File: src/rtl/refsched_pkg.sv
package refsched_pkg;
  function automatic int ceil_div(input int num, input int den);
    return (num + den - 1) / den;
  endfunction

  function automatic int max_int(input int a, input int b);
    return (a > b) ? a : b;
  endfunction
endpackage

File: src/rtl/refsched_phase.sv
// Shared interval phase counter plus temperature decision; emits one
// staggered credit tick per rank.
module refsched_phase #(
  parameter int RANKS     = 2,
  parameter int TREFI_CYC = 6240,
  parameter int TEMP_W    = 12,
  parameter int HOT_LIMIT = 1360
) (
  input  logic              clk,
  input  logic              rst_n,
  input  logic [TEMP_W-1:0] temp_code,
  output logic              hot_mode,
  output logic [RANKS-1:0]  tick
);
  localparam int PW   = (TREFI_CYC > 2) ? $clog2(TREFI_CYC) : 1;
  localparam int HALF = TREFI_CYC / 2;
  localparam logic [PW-1:0] LAST_N = PW'(TREFI_CYC - 1);
  localparam logic [PW-1:0] LAST_H = PW'(HALF - 1);
  localparam logic signed [TEMP_W-1:0] HOT_THR = TEMP_W'(HOT_LIMIT);

  logic [PW-1:0] p_q;
  logic          hot_q;
  logic          wrap;

  always_ff @(posedge clk or negedge rst_n) begin
    if (!rst_n) hot_q <= 1'b0;
    else        hot_q <= ($signed(temp_code) > HOT_THR);
  end

  // A switch to the short interval can leave p_q past the new end: wrap.
  assign wrap = hot_q ? (p_q >= LAST_H) : (p_q == LAST_N);

  always_ff @(posedge clk or negedge rst_n) begin
    if (!rst_n)    p_q <= '0;
    else if (wrap) p_q <= '0;
    else           p_q <= p_q + PW'(1);
  end

  for (genvar r = 0; r < RANKS; r++) begin : g_tick
    localparam logic [PW-1:0] OFS_N = PW'(TREFI_CYC - 1 - (r * TREFI_CYC) / RANKS);
    localparam logic [PW-1:0] OFS_H = PW'(HALF - 1 - (r * HALF) / RANKS);
    assign tick[r] = (p_q == (hot_q ? OFS_H : OFS_N));
  end

  assign hot_mode = hot_q;

  AST_TICK_STAGGER: assert property (@(posedge clk) disable iff (!rst_n)
    $onehot0(tick));
  AST_PHASE_RANGE: assert property (@(posedge clk) disable iff (!rst_n)
    hot_q |=> (p_q <= LAST_N));
endmodule

File: src/rtl/refsched_rank.sv
// Per-rank owed counter, request/grant, refresh recovery and
// self-refresh exit hold.
module refsched_rank #(
  parameter int TRFC_CYC = 208,
  parameter int TXS_CYC  = 216,
  parameter int MAX_OWED = 8
) (
  input  logic clk,
  input  logic rst_n,
  input  logic tick,
  input  logic bank_idle,
  input  logic gnt,
  input  logic sr_enter,
  input  logic sr_exit,
  output logic req,
  output logic urgent,
  output logic cs_n,
  output logic hold,
  output logic in_sr
);
  localparam int RW = $clog2(TRFC_CYC + 1);
  localparam int XW = $clog2(TXS_CYC + 1);
  localparam int OW = $clog2(MAX_OWED + 1);
  localparam logic [OW-1:0] OWED_CAP = OW'(MAX_OWED);

  logic [OW-1:0] owed_q;
  logic [RW-1:0] rfc_q;
  logic [XW-1:0] xs_q;
  logic          sr_q;
  logic          cs_n_q;
  logic          accept;
  logic          sr_go;
  logic          sr_leave;

  // Request may open in the final held clock: its command lands after it.
  assign req      = (owed_q != '0) && bank_idle && !sr_q &&
                    (xs_q <= XW'(1)) && (rfc_q <= RW'(1));
  assign accept   = req && gnt;
  assign hold     = sr_q || (rfc_q != '0) || (xs_q != '0);
  assign sr_go    = sr_enter && !sr_q && !hold && !accept;
  assign sr_leave = sr_exit && sr_q;

  always_ff @(posedge clk or negedge rst_n) begin
    if (!rst_n) begin
      owed_q <= '0;
    end else if (sr_go || sr_q) begin
      owed_q <= '0;
    end else if (tick && !accept && (owed_q != OWED_CAP)) begin
      owed_q <= owed_q + OW'(1);
    end else if (!tick && accept) begin
      owed_q <= owed_q - OW'(1);
    end
  end

  always_ff @(posedge clk or negedge rst_n) begin
    if (!rst_n)              rfc_q <= '0;
    else if (accept)         rfc_q <= RW'(TRFC_CYC);
    else if (rfc_q != '0)    rfc_q <= rfc_q - RW'(1);
  end

  always_ff @(posedge clk or negedge rst_n) begin
    if (!rst_n)              xs_q <= '0;
    else if (sr_leave)       xs_q <= XW'(TXS_CYC);
    else if (xs_q != '0)     xs_q <= xs_q - XW'(1);
  end

  always_ff @(posedge clk or negedge rst_n) begin
    if (!rst_n) begin
      sr_q   <= 1'b0;
      cs_n_q <= 1'b1;
    end else begin
      cs_n_q <= !accept;
      if (sr_go)         sr_q <= 1'b1;
      else if (sr_leave) sr_q <= 1'b0;
    end
  end

  assign urgent = (owed_q == OWED_CAP);
  assign cs_n   = cs_n_q;
  assign in_sr  = sr_q;

  // Checking-only: clocks since the last accepted refresh, saturating.
  logic [RW-1:0] gap_q;
  always_ff @(posedge clk or negedge rst_n) begin
    if (!rst_n)                        gap_q <= RW'(TRFC_CYC);
    else if (accept)                   gap_q <= RW'(1);
    else if (gap_q < RW'(TRFC_CYC))    gap_q <= gap_q + RW'(1);
  end

  AST_REQ_NEEDS_IDLE: assert property (@(posedge clk) disable iff (!rst_n)
    req |-> bank_idle);
  AST_RFC_GAP: assert property (@(posedge clk) disable iff (!rst_n)
    accept |-> (gap_q >= RW'(TRFC_CYC)));
  AST_OWED_CAP: assert property (@(posedge clk) disable iff (!rst_n)
    owed_q <= OWED_CAP);
  AST_SR_SILENT: assert property (@(posedge clk) disable iff (!rst_n)
    sr_q |-> (cs_n && !req && hold));
  AST_EXIT_HOLD: assert property (@(posedge clk) disable iff (!rst_n)
    $fell(sr_q) |-> hold);
  AST_ENTER_IGNORED: assert property (@(posedge clk) disable iff (!rst_n)
    (hold && !sr_q) |=> !sr_q);
endmodule

File: src/rtl/refresh_sched.sv
module refresh_sched
  import refsched_pkg::*;
#(
  parameter int RANKS      = 2,
  parameter int CLK_PS     = 1250,
  parameter int TREFI_NS   = 7800,
  parameter int TRFC_NS    = 260,
  parameter int XS_PAD_NS  = 10,
  parameter int XS_MIN_CLK = 5,
  parameter int MAX_OWED   = 8,
  parameter int TEMP_W     = 12,
  parameter int HOT_LIMIT  = 1360
) (
  input  logic              clk,
  input  logic              rst_n,
  input  logic [TEMP_W-1:0] temp_code,
  input  logic [RANKS-1:0]  bank_idle,
  input  logic [RANKS-1:0]  ref_gnt,
  input  logic [RANKS-1:0]  sr_enter,
  input  logic [RANKS-1:0]  sr_exit,
  output logic [RANKS-1:0]  ref_req,
  output logic [RANKS-1:0]  ref_urgent,
  output logic [RANKS-1:0]  ref_cs_n,
  output logic [RANKS-1:0]  cmd_hold,
  output logic [RANKS-1:0]  in_sr,
  output logic              hot_mode
);
  // Interval rounds down so the average never stretches; minimums round up.
  localparam int TREFI_CYC = (TREFI_NS * 1000) / CLK_PS;
  localparam int TRFC_CYC  = ceil_div(TRFC_NS * 1000, CLK_PS);
  localparam int TXS_CYC   = max_int(XS_MIN_CLK,
                                     ceil_div((TRFC_NS + XS_PAD_NS) * 1000, CLK_PS));

  logic [RANKS-1:0] tick;

  refsched_phase #(
    .RANKS(RANKS), .TREFI_CYC(TREFI_CYC), .TEMP_W(TEMP_W), .HOT_LIMIT(HOT_LIMIT)
  ) u_phase (
    .clk(clk), .rst_n(rst_n), .temp_code(temp_code),
    .hot_mode(hot_mode), .tick(tick)
  );

  for (genvar r = 0; r < RANKS; r++) begin : g_rank
    refsched_rank #(
      .TRFC_CYC(TRFC_CYC), .TXS_CYC(TXS_CYC), .MAX_OWED(MAX_OWED)
    ) u_rank (
      .clk(clk), .rst_n(rst_n), .tick(tick[r]),
      .bank_idle(bank_idle[r]), .gnt(ref_gnt[r]),
      .sr_enter(sr_enter[r]), .sr_exit(sr_exit[r]),
      .req(ref_req[r]), .urgent(ref_urgent[r]), .cs_n(ref_cs_n[r]),
      .hold(cmd_hold[r]), .in_sr(in_sr[r])
    );
  end

  AST_STROBE_NEEDS_REQ: assert property (@(posedge clk) disable iff (!rst_n)
    (ref_req & ref_gnt) == '0 |=> ref_cs_n == '1);
endmodule

File: config.mk
export PLATFORM = sky130hd
export DESIGN_NAME = refresh_sched
export DESIGN_NICKNAME = d
export VERILOG_FILES = /design/src/rtl/refsched_pkg.sv /design/src/rtl/refsched_phase.sv /design/src/rtl/refsched_rank.sv /design/src/rtl/refresh_sched.sv
export SDC_FILE = /design/constraint.sdc
export NUM_CORES = 1
export LEC_CHECK = 0
export ABC_CLOCK_PERIOD_IN_PS = 3400
export BUFFER_PORTS_ARGS = -buffer_cell sky130_fd_sc_hd__buf_2
export CAP_MARGIN = 15
export CELL_PAD_IN_SITES_DETAIL_PLACEMENT = 1
export CELL_PAD_IN_SITES_GLOBAL_PLACEMENT = 2
export CORE_MARGIN = 3
export CORE_UTILIZATION = 38
export CTS_CLUSTER_SIZE = 20
export DETAILED_ROUTE_END_ITERATION = 8
export GPL_TIMING_DRIVEN = 0
export PLACE_DENSITY_LB_ADDON = 0.1
export SYNTH_ARGS = -nofsm -noshare
export SYNTH_HDL_FRONTEND = slang
export SYNTH_SLANG_ARGS = --single-unit
File: constraint.sdc
create_clock -name clk -period 3.4 [get_ports clk]
set_input_delay 0.17 -clock clk [delete_from_list [all_inputs] [get_ports clk]]
set_output_delay 0.17 -clock clk [all_outputs]
set_load 0.02 [all_outputs]
=== After elaboration in Yosys (flattened, before gate mapping) ===
Index checks and enable logic that the tools add are counted.

* $add $sub $neg: 9
* Magnitude comparators: 6
* Reductions and logical operators: 52
* Eq/ne operators: 7
* Multiplexer cells: 22

{| class="wikitable"
|+ Operators by type and width
! kind !! count
|-
| 2-to-1 mux 8 bit || 8
|-
| less-or-equal comparator 8 x 1 -> 1 bit, second input constant || 4
|-
| nonzero test 8 bit || 4
|-
| subtractor 8 x 1 -> 8 bit, second input constant || 4
|-
| 2-to-1 mux 13 bit || 2
|-
| logical AND 1 bit || 24
|-
| 2-to-1 mux 4 bit || 6
|-
| adder 13 x 1 -> 13 bit, second input constant || 1
|-
| equality test 13 x 12 -> 1 bit || 1
|-
| equality test 13 bit || 1
|-
| equality test 13 bit, second input constant || 1
|-
| >= comparator 13 x 12 -> 1 bit, second input constant || 1
|-
| greater-than comparator 12 bit, second input constant || 1
|-
| 2-to-1 mux 12 bit || 1
|-
| nonzero test 2 bit || 6
|-
| adder 4 x 1 -> 4 bit, second input constant || 2
|-
| equality test 4 bit, second input constant || 2
|-
| zero test 1 bit || 8
|-
| != test 4 bit, second input constant || 2
|-
| nonzero test 4 bit || 2
|-
| subtractor 4 x 1 -> 4 bit, second input constant || 2
|-
| logical OR 1 bit || 6
|-
| nonzero test 3 bit || 2
|-
| 2-to-1 mux 1 bit || 5
|}

* Bits of input ports: 22
* Flip-flop bits (word level): 58
* Logic and storage cells: 108

=== Longest topological paths before layout ===
* Depth in word-level cells: 11
* Depth in mapped cells: 13
* Gate-level depth less buffers: 12

=== By module ===
Synthesis repeated with hierarchy kept, for this count alone.

* Cells, all modules: 376
* Area total of the unflattened synthesis: 3607.2 µm²

{| class="wikitable"
|+ Modules (own cells, without submodules)
! module !! area each (µm²) !! seq. area each (µm²) !! instances !! cells each
|-
| refsched_rank || 1372.6 || 551.8 || 2 || 142
|-
| refsched_phase || 862.1 || 350.3 || 1 || 92
|}

=== Worst setup path before layout ===
Ideal clock, no wire load.

* Path type: flip-flop to flip-flop
* Start: register g_rank[1].u_rank.xs_q[2]
* End: register g_rank[1].u_rank.owed_q[3]
* Period minus slack after synthesis: 2.774 ns
* Setup slack: 0.626 ns
* Data arrival time: 2.697 ns
* Stages on the path, launching flop included: 12
* Library setup time: 0.077 ns
* Path through: dfrtp_1 nor3_2 nand4_1 nor4_4 inv_2 nand2b_1 ha_1 a21o_1 a21o_1 nor3b_1 or3b_1 a21oi_1

* Word-level cells in the longest chain between the ends: 9
* Elaborated cells between the ends (all ways): 17
* Classes of those cells: 1 x order compare; 2 x mux; 14 x reduce/logical

{| class="wikitable"
|+ RTL lines
! item !! line !! text
|-
| from (decl) || refsched_rank.sv:28 || <nowiki>logic [XW-1:0] xs_q;</nowiki>
|-
| from (signal assigned) || refsched_rank.sv:63 || <nowiki>else if (sr_leave) xs_q <= XW'(TXS_CYC);</nowiki>
|-
| from (signal assigned) || refsched_rank.sv:64 || <nowiki>else if (xs_q != '0) xs_q <= xs_q - XW'(1);</nowiki>
|-
| less-or-equal comparator 8 x 1 -> 1 bit || refsched_rank.sv:37 || <nowiki>(xs_q <= XW'(1)) && (rfc_q <= RW'(1));</nowiki>
|-
| logical AND 1 bit || refsched_rank.sv:36 || <nowiki>assign req = (owed_q != '0) && bank_idle && !sr_q &&</nowiki>
|-
| logical AND 1 bit || refsched_rank.sv:37 ||
|-
| logical AND 1 bit || refsched_rank.sv:38 || <nowiki>assign accept = req && gnt;</nowiki>
|-
| zero test 1 bit || refsched_rank.sv:40, refsched_rank.sv:48 ||
|-
| logical AND 1 bit (2 in series) || refsched_rank.sv:48 || <nowiki>end else if (tick && !accept && (owed_q != OWED_CAP)) begin</nowiki>
|-
| 2-to-1 mux 4 bit || refsched_rank.sv:48 ||
|-
| 2-to-1 mux 4 bit || refsched_rank.sv:46 || <nowiki>end else if (sr_go || sr_q) begin</nowiki>
|-
| to (signal assigned) || refsched_rank.sv:49 || <nowiki>owed_q <= owed_q + OW'(1);</nowiki>
|-
| to (signal assigned) || refsched_rank.sv:51 || <nowiki>owed_q <= owed_q - OW'(1);</nowiki>
|-
| to (decl) || refsched_rank.sv:26 || <nowiki>logic [OW-1:0] owed_q;</nowiki>
|}

Several ways; a longest one is shown, not always the timed one.
A chain may end at the register's enable or synchronous reset.

=== Final worst setup path ===
* Start: register u_phase.p_q[0]
* End: register g_rank[0].u_rank.owed_q[3]

* Word-level cells in the longest chain between the ends: 5
* Elaborated cells between the ends (all ways): 8
* Classes of those cells: 1 x eq/ne; 2 x mux; 5 x reduce/logical

{| class="wikitable"
|+ RTL lines
! item !! line !! text
|-
| from (decl) || refsched_phase.sv:21 || <nowiki>logic [PW-1:0] p_q;</nowiki>
|-
| from (signal assigned) || refsched_phase.sv:36 || <nowiki>else p_q <= p_q + PW'(1);</nowiki>
|-
| equality test 13 bit (*) || refsched_phase.sv:42 || <nowiki>assign tick[r] = (p_q == (hot_q ? OFS_H : OFS_N));</nowiki>
|-
| logical AND 1 bit (2 in series) || refsched_rank.sv:48 ||
|-
| 2-to-1 mux 4 bit || refsched_rank.sv:48 ||
|-
| 2-to-1 mux 4 bit || refsched_rank.sv:46 ||
|-
| to (signal assigned) || refsched_rank.sv:49 ||
|-
| to (signal assigned) || refsched_rank.sv:51 ||
|-
| to (decl) || refsched_rank.sv:26 ||
|}

Mark *: on every way between the ends. The rest lies on a longest branch, timed or not.

==> flow_summary.toml <==
[run]
maxCapViolations = 0

[placed_design]
pre_cts_slack_ns = 0.0994
gp_congestion = 0.726
dp_hpwl_um = 5680
port_buffers = 32

[synth]
seq_area_frac_synth_pct = 42.8
yosys_most_used_dff = "dfrtp_1"
synth-seq-cells = 58
syn_nets = 395
synth_edf_count = 0
synth_area_um2 = 3400
synth_warnings = 0
synthArstFlopShare_pct = 100
syn_avg_cell_area_um2 = 9.60
yosys.cell_types.count = 58
netlist_instances = 354

[setup_path]
critPathRequiredTime_ns = 3.66
start_kind = "flop"
critPathCaptureType = "flop"
rr_worst_depth = 12
cp_max_fo = 5
crit_arrival_ns = 3.36
crit_type = "reg2reg"

[final_layout]
multi_input_area_um2 = 1790
final_common_cell = "dfrtp_1"
seqCellArea_um2 = 1450
fillers = 987
diodes = 0
mostFrequentLayoutCells = "56 x dfrtp_1, 39 x nor2_1, 34 x nand2_1, 32 x buf_2, 19 x nand3_1"
syn_to_final_growth_pct = 16.1
nets = 443
final_layout_size_suffix_gt1_share_pct = 18.7

[clocking]
h-tree-depth = 3
clk_latency_ns = 0.34
cts_buffers = 9
tritoncts = "done"
cts.sink_count = 58
ctsRootBufferMaster = "clkbuf_8"
clk_pin_slew_worst_paths_ns = 0.07
cts_buffer_depth = 2

[timing]
relSlewSlack_pct = 53.3
rsz0062_at_grt = "no"
final_hold_viol_count = 0
drv_slew = 0
skew_ns = 0.0106
fin_crit_sh_pct = 91.0
layout_setup_ws_ns = 0.304
setup_violations = 0
tightest_slew_ns = 0.690
tns_ns = 0
fmax_mhz = 323
period_needed_ns = 3.10

[grt]
grt.total_usage_pct = 16.2
grt.overflow.total = 0
grt_max_degree = 32
antenna_found_initial = 0
grt_pass1_wl_um = 13200
grt_pass1_vias = 2792

[worst_hold_path]
holdPathStages = 2
hp-class = "in2reg"

[floorplan]
coreArea_um2 = 8460
die_width_um = 101
rows = 33
io_pins = 33
die_h_um = 101
die_area_um2 = 10100
start_util_pct = 40.2

[drt]
drc = 0
dr.pass1.iters = 4
wl_per_cell_um = 14.8
vias = 2708
ant_nets = 0
drt-total-wl_um = 7570
drtIter0Drc = 18
via_per_inst = 5.29

[pwr]
ir_drop_v = 0.000301
p_leak_nw = 1.74
power_density_nw_per_um2 = 405

[run_status]
status = "complete, no violations"
==> critical path, stage by stage, from the launching register on <==
cell      delay [ns]
dfrtp_1         0.40
ha_1            0.22
and3_1          0.16
clkbuf_1        0.24
nand3_1         0.25
a211oi_2        0.29
nand2_1         0.14
ha_1            0.29
a21o_1          0.17
a21o_1          0.18
and3_1          0.19
or3b_1          0.35
a21oi_1         0.13
==> area by class of cell <==
cell class / instances / area share [%]
tap: 105 / 3.33
timing repair buffer: 37 / 5.45
clock buffer: 11 / 3.58
inverter: 17 / 1.74
buffer: 14 / 2.28
sequential: 58 / 36.8
clock inverter: 5 / 1.39
multi-input combinational: 265 / 45.4
==> report_power, final <==
group | total [W] | internal (W) | switching (W)
clock network | 0.000638 | 0.000356 | 0.000282
registers | 0.000784 | 0.000735 | 0.0000487
logic | 0.000178 | 0.0000843 | 0.0000935
total | 0.00160 | 0.00118 | 0.000424
==> kinds of logic after synthesis <==
kind of cell / Yosys count / share of synthesized area, %
simple gates: 161 / 25.3
flops: 58 / 42.8
compound gates: 43 / 8.61
xor+xnor: 33 / 8.50
buf+inv: 31 / 4.67
fa+ha+maj: 19 / 7.43
mux: 9 / 2.72
==> synth_stat cells (2+ instances only) <==
| cell | number | area (um2) |
|---|---|---|
| dfrtp_1 | 56 | 1400 |
| nor2_1 | 39 | 146 |
| nand2_1 | 34 | 128 |
| nand3_1 | 19 | 95.1 |
| ha_1 | 17 | 213 |
| xor2_1 | 17 | 149 |
| xnor2_1 | 16 | 140 |
| inv_1 | 15 | 56.3 |
| nor3_1 | 15 | 75.1 |
| a21oi_1 | 13 | 65.1 |
| buf_4 | 10 | 75.1 |
| mux2i_1 | 7 | 70.1 |
| nand4_1 | 6 | 37.5 |
| nor4_1 | 6 | 37.5 |
| or3_1 | 6 | 37.5 |
| a211oi_1 | 5 | 37.5 |
| and3_1 | 5 | 31.3 |
| a21o_1 | 4 | 30.0 |
| clkbuf_1 | 4 | 15.0 |
| o21ai_0 | 4 | 20.0 |
| nand2b_1 | 3 | 18.8 |
| nor3b_1 | 3 | 22.5 |
| o31ai_1 | 3 | 22.5 |
| or4_1 | 3 | 22.5 |
| a221oi_1 | 2 | 17.5 |
| and2_1 | 2 | 12.5 |
| dfstp_2 | 2 | 52.6 |
| fa_1 | 2 | 40.0 |
| mux2_2 | 2 | 22.5 |
| nor2b_1 | 2 | 12.5 |
| nor4_2 | 2 | 25.0 |
| nor4b_1 | 2 | 17.5 |
| o21bai_1 | 2 | 15.0 |
| or3b_1 | 2 | 17.5 |
==> metrics by stage <==
step | util (%) | hold WS (ns) | cell area (um2) | cells | power, W
2_1_floorplan | - | -0.126 | 3400 | 354 | 0.000907
3_3_place_gp | 43.6 | 0.330 | 3690 | 491 | 0.000966
3_5_place_dp | 43.8 | 0.267 | 3710 | 492 | 0.000976
4_1_cts | 46.4 | 0.0420 | 3930 | 510 | 0.00163
5_1_grt | 46.6 | 0.0472 | 3950 | 512 | 0.00169
6_report | 46.6 | 0.0572 | 3950 | 512 | 0.00160
==> sequential cells by signal, summed over array words and instances, names as in the netlist <==
register              flops
u_phase.p_q              13
g_rank.u_rank.rfc_q      16
g_rank.u_rank.xs_q       16
g_rank.u_rank.cs_n        2
g_rank.u_rank.owed_q      8
g_rank.u_rank.in_sr       2
u_phase.hot_mode          1
==> per-layer routing <==
layer	GRT usage [%]	wire (um)
met1	21.0	3660
met2	26.2	3630
met3	4.84	233
met4	4.25	53
met5	0	0
==> path summary, 6_finish.rpt <==
path                           startpoint                          to  slack (ns)
max                        u_phase.p_q[0]  g_rank[0].u_rank.owed_q[3]        0.30
min                            sr_exit[0]    g_rank[0].u_rank.xs_q[5]        0.06
max reg2reg                u_phase.p_q[0]  g_rank[0].u_rank.owed_q[3]        0.30
min reg2reg                u_phase.p_q[0]              u_phase.p_q[0]        0.50
max in group asynchronous           rst_n       g_rank[1].u_rank.cs_n        2.32
min in group asynchronous           rst_n    g_rank[1].u_rank.xs_q[3]        0.41
==> what timing repair did <==
item                       CTS  global route
setup endpoints to repair    0             2
gates resized for setup      0             1
setup buffers                0             2
hold buffers                 2             0
hold endpoints to repair    27             0
Power figures use the tool's default switching activity.
